[src/rtl/rxq_pkg.sv]
package rxq_pkg;
  localparam int unsigned RXQ_LANES    = 4;
  localparam int unsigned RXQ_BYTE_W   = 8;
  localparam int unsigned RXQ_WORD_W   = RXQ_LANES * RXQ_BYTE_W;
  localparam int unsigned RXQ_NUM_W    = $clog2(RXQ_LANES + 1);
  localparam int unsigned RXQ_LEVELS   = 3;
  localparam int unsigned RXQ_LEVEL0   = 16;

  typedef struct packed {
    logic                 pushEn;
    logic                 popEn;
    logic [RXQ_NUM_W-1:0] popNum;
    logic                 flush;
  } rxq_strobe_t;
endpackage

[src/rtl/rxq_ctrl.sv]
module rxq_ctrl
  import rxq_pkg::*;
#(
  parameter int unsigned DEPTH = 64,
  localparam int unsigned CNT_W = $clog2(DEPTH + 1)
) (
  input  logic              clk,
  input  logic              rstN,
  input  logic              pushValid,
  input  logic              popStrobe,
  input  logic              flushReq,
  output logic              pushReady,
  output rxq_strobe_t       strobes,
  output logic [CNT_W-1:0]  count,
  output logic              underrunEvt
);
  logic             isFull;
  logic             isEmpty;
  logic [CNT_W-1:0] popCnt;

  always_comb begin
    isFull    = (count == CNT_W'(DEPTH));
    isEmpty   = (count == '0);
    pushReady = !isFull && !flushReq;
    if (count >= CNT_W'(RXQ_LANES)) popCnt = CNT_W'(RXQ_LANES);
    else                            popCnt = count;
    strobes.flush  = flushReq;
    strobes.pushEn = pushValid && pushReady;
    strobes.popEn  = popStrobe && !flushReq && !isEmpty;
    strobes.popNum = RXQ_NUM_W'(popCnt);
  end

  always_ff @(posedge clk or negedge rstN) begin
    if (!rstN) begin
      count       <= '0;
      underrunEvt <= 1'b0;
    end else begin
      underrunEvt <= popStrobe && isEmpty;
      if (strobes.flush) count <= '0;
      else count <= count + CNT_W'(strobes.pushEn)
                          - (strobes.popEn ? popCnt : '0);
    end
  end
endmodule

[src/rtl/rxq_data.sv]
module rxq_data
  import rxq_pkg::*;
#(
  parameter int unsigned DEPTH = 64,
  localparam int unsigned ADDR_W = $clog2(DEPTH),
  localparam int unsigned CNT_W  = $clog2(DEPTH + 1)
) (
  input  logic                  clk,
  input  logic                  rstN,
  input  rxq_strobe_t           strobes,
  input  logic [RXQ_BYTE_W-1:0] pushData,
  input  logic [CNT_W-1:0]      count,
  output logic [RXQ_WORD_W-1:0] popData
);
  logic [RXQ_BYTE_W-1:0] mem [DEPTH];
  logic [ADDR_W-1:0]     wrPtr;
  logic [ADDR_W-1:0]     rdPtr;

  always_ff @(posedge clk) begin
    if (strobes.pushEn) mem[wrPtr] <= pushData;
  end

  always_ff @(posedge clk or negedge rstN) begin
    if (!rstN) begin
      wrPtr <= '0;
      rdPtr <= '0;
    end else if (strobes.flush) begin
      wrPtr <= '0;
      rdPtr <= '0;
    end else begin
      if (strobes.pushEn) wrPtr <= wrPtr + 1'b1;
      if (strobes.popEn)  rdPtr <= rdPtr + ADDR_W'(strobes.popNum);
    end
  end

  for (genvar i = 0; i < RXQ_LANES; i++) begin : g_lane
    logic [ADDR_W-1:0] laneAddr;
    assign laneAddr = rdPtr + ADDR_W'(i);
    assign popData[i*RXQ_BYTE_W +: RXQ_BYTE_W] =
      (count > CNT_W'(i)) ? mem[laneAddr] : '0;
  end
endmodule

[src/rtl/rxq_fifo.sv]
module rxq_fifo
  import rxq_pkg::*;
#(
  parameter int unsigned DEPTH = 64,
  localparam int unsigned CNT_W  = $clog2(DEPTH + 1),
  localparam int unsigned STAT_W = CNT_W + 5
) (
  input  logic                  clk,
  input  logic                  rstN,
  input  logic                  pushValid,
  input  logic [RXQ_BYTE_W-1:0] pushData,
  output logic                  pushReady,
  input  logic                  popStrobe,
  output logic [RXQ_WORD_W-1:0] popData,
  input  logic                  flushReq,
  output logic [STAT_W-1:0]     status,
  output logic                  underrunEvt
);
  rxq_strobe_t      strobes;
  logic [CNT_W-1:0] count;

  rxq_ctrl #(.DEPTH(DEPTH)) u_ctrl (
    .clk(clk), .rstN(rstN), .pushValid(pushValid), .popStrobe(popStrobe),
    .flushReq(flushReq), .pushReady(pushReady), .strobes(strobes),
    .count(count), .underrunEvt(underrunEvt)
  );

  rxq_data #(.DEPTH(DEPTH)) u_data (
    .clk(clk), .rstN(rstN), .strobes(strobes), .pushData(pushData),
    .count(count), .popData(popData)
  );

  assign status[0]                = (count != '0);
  assign status[CNT_W+3:4]        = count;
  assign status[CNT_W+4]          = (count == '0);
  for (genvar k = 0; k < RXQ_LEVELS; k++) begin : g_level
    assign status[1+k] = (count >= CNT_W'(RXQ_LEVEL0 << k));
  end
endmodule

[config.mk]
export PLATFORM = sky130hd
export DESIGN_NAME = rxq_fifo
export DESIGN_NICKNAME = d
export VERILOG_FILES = /design/src/rtl/rxq_pkg.sv /design/src/rtl/rxq_ctrl.sv /design/src/rtl/rxq_data.sv /design/src/rtl/rxq_fifo.sv
export SDC_FILE = /design/constraint.sdc
export NUM_CORES = 1
export LEC_CHECK = 0
export BUFFER_PORTS_ARGS = -buffer_cell sky130_fd_sc_hd__buf_2
export CORE_MARGIN = 5
export CORE_UTILIZATION = 50
export DETAILED_ROUTE_END_ITERATION = 12
export PLACE_DENSITY = 0.63
export SYNTH_ARGS = -nofsm -noshare
export SYNTH_HDL_FRONTEND = slang
export SYNTH_SLANG_ARGS = --single-unit
[constraint.sdc]
create_clock -name clk -period 8.85 [get_ports clk]
set_clock_uncertainty 0.1 [all_clocks]
set_input_delay 0.885 -clock clk [delete_from_list [all_inputs] [get_ports clk]]
set_output_delay 0.885 -clock clk [all_outputs]
set_load 0.01 [all_outputs]
==> flow_metrics.tcl <==
set metrics [dict create \
    synth.area.top_cells "edfxtp_1 (45%), mux4_2 (34%), mux2i_1 (3.3%), nand2_1 (2.1%), dfrtp_1 (1.5%)" \
    leakage_nw 11.4 \
    yosysUniqueCellTypes 65 \
    clk_pin_slew_ns 0.06 \
    grt_pass1_vias 23100 \
    slowest_stage "ha_4" \
    die_h_um 271 \
    portBuffers 58 \
    overflow 0 \
    ys_top_cells_by_count "mux4_2 (521), edfxtp_1 (512), nand2_1 (189), nor2_1 (114), mux2i_1 (112)" \
    required_ns 7.87 \
    min_path_type "input pin to asynchronous set/reset pin" \
    pin_count 59 \
    crit_path_end_kind "output pin" \
    antenna_found_initial 5 \
    vias 23800 \
    post-cts-setup-buffers 0 \
    via_per_inst 7.80 \
    min_period_over_period 0.806 \
    setup_violations 0 \
    cts_tree "done" \
    fin_cells 3045 \
    grtUsageTotal 0.321 \
    peakVddDrop_v 0.000174 \
    fin_setup_tns_ns 0 \
    clock_sinks 532 \
    worstSetupStartpointType "register" \
    cts_hold_repair.buffers 0 \
    dp.cells 2935 \
    core_um2 67500 \
    syn_to_final_growth_pct 8.94 \
    ys_warn_count 0 \
    crit_start "u_data.rdPtr[0]" \
    yosysTopAreaCell "edfxtp_1" \
    syn_inst 2106 \
    ctsResizeCount 0 \
    cts_max_level 2 \
    synth.most_common_cell "mux4_2" \
    synth_edf_count 512 \
    fmax_ghz 0.140 \
    slowest_delay_ns 1.01 \
    crit_type "register to output pin" \
    dr.pass1.iters 8 \
    cts_buffers 60 \
    layout-drive-gt1-share 0.381 \
    synthFlopType "edfxtp_1" \
    async_reset_ff_frac 0.0376 \
    drt_wl_total_um 120000 \
    cap_viol_max_count 0 \
    yosysSeqAreaShare 0.464 \
    synth.cell_area_um2 34200 \
    regToRegStartpoint "u_ctrl.count[3]" \
    hold_viol_final 0 \
    place.gp.congestion 0.995 \
    wl_per_cell_um 39.3 \
    cts_buffer_depth 3 \
    max_slew.worst_pin.slew_ns 1.34 \
    rsz0062_at_grt "false" \
    path_cells "clkinv_2 -> ha_4 -> inv_2 -> buf_4 -> mux4_2 -> mux4_2 -> a32oi_1 -> o41ai_1 -> buf_2" \
    grt_first_pass_wirelength_um 170000 \
    crit_top_cell "mux4_2" \
    slew_headroom 0.107 \
    syn_avg_cell_area_um2 16.2 \
    final_max_slew_viol_count 0 \
    p_per_area_nw_per_um2 255 \
    worst_ep_arrival_time_ns 6.15 \
    nets 2159 \
    critPathMaxFanout 43 \
    cts_root_buf "clkbuf_16" \
    drtAntennaViolNets 0 \
    synth_top_area_share 0.450 \
    hpwlAfterDp_um 78200 \
    finalCriticalPeriod_ns 7.13 \
    rows 95 \
    status "complete, no violations" \
    grt_max_degree 115 \
    clkLatencyLatePin_ns 0.64 \
    initial_core_util 0.506 \
    drc_errors 0 \
    drt_iter0_markers 3750 \
    die_x_um 271 \
    die_area_um2 73700 \
    synth-seq-cells 532 \
]
[worst max-delay path, delay by kind of cell (launching register included)]
kind	cells	cell delay [ns]
mux	2	0.92
flops	1	0.88
fa+ha+maj	1	1.01
compound gates	2	0.76
buf+inv	4	1.83
[logic make-up after synthesis]
| group | after synthesis | synth area share |
|---|---|---|
| adders and majority gates | 22 | 0.00849 |
| and+or+nand+nor | 479 | 0.0624 |
| DFF | 532 | 0.464 |
| buffers and inverters | 202 | 0.0349 |
| other | 1 | 0.000110 |
| xor gates and xnor gates | 27 | 0.00868 |
| AOI/OAI and AO/OA | 194 | 0.0391 |
| muxes | 649 | 0.382 |
[sequential cells by signal, indices dropped and copies added (netlist names)]
| signal | flops |
|---|---|
| u_ctrl.underrunEvt | 1 |
| u_data.rdPtr | 6 |
| u_ctrl.count | 7 |
| u_data.wrPtr | 6 |
| u_data.mem | 512 |
[power by group]
group / internal [mW] / switching (mW)
combinational: 1.77 / 2.40
sequential: 2.79 / 0.0920
clock: 1.40 / 1.04
[cells in the final DEF, fill, tap and decap left out, drive strengths merged, types with 5 or more instances in the layout]
cell type / n
dfrtp: 20
mux2i: 112
a211oi: 22
bufinv: 5
o41ai: 12
a311oi: 7
nand4: 6
nand3b: 5
a22oi: 6
or3: 8
a31o: 5
a32o: 6
nand2b: 15
clkbuf: 73
and3: 5
nor2: 114
o2111ai: 15
clkinv: 29
ha: 20
o21ai: 33
mux2: 15
nand2: 189
a21o: 5
inv: 17
nor3: 27
o22ai: 15
xnor2: 16
nor2b: 27
a21oi: 40
nand3: 68
mux4: 522
xor2: 11
a32oi: 10
buf: 137
edfxtp: 512
[final timing paths]
kind                              endpoint  depth (start not counted)  slack (ns)
max                            popData[26]                          9        1.72
max reg2reg                u_ctrl.count[6]                         12        4.95
min in group clk           u_data.rdPtr[1]                          2        0.47
min                        u_ctrl.count[4]                          1        0.11
max in group asynchronous  u_data.rdPtr[0]                          1        8.14
min reg2reg                u_data.wrPtr[4]                          2        0.61
[cell type report]
class	count	area, um2
fill	5222	30300
multi-input combinational	1374	17400
sequential	532	15900
clock buffer	73	1560
tap	873	1090
timing repair buffer	137	921
clock inverter	35	335
inverter	19	72.6
antenna	2	5.00
[routing by layer]
metal | wire, um | GRT usage | part of all wire
met3 | 20000 | 0.138 | 0.17
met2 | 51600 | 0.463 | 0.43
met5 | 0 | 0 | 0
met1 | 40800 | 0.426 | 0.34
met4 | 7290 | 0.148 | 0.061
[per-stage QoR]
step | util | hold WS (ns) | setup WS, ns | total power [mW] | cell area, um2
finish | 0.551 | 0.115 | 1.72 | 9.49 | 37200
global route | 0.551 | 0.134 | 1.46 | 9.78 | 37200
CTS | 0.551 | 0.109 | 1.66 | 9.42 | 37200
detailed placement | 0.523 | 0.557 | 2.35 | 7.00 | 35300
global placement | 0.523 | 0.544 | 2.41 | 6.98 | 35300
floorplan | - | 0.446 | 4.13 | 5.67 | 34200
Note: power is estimated with default switching activity, not from simulation.
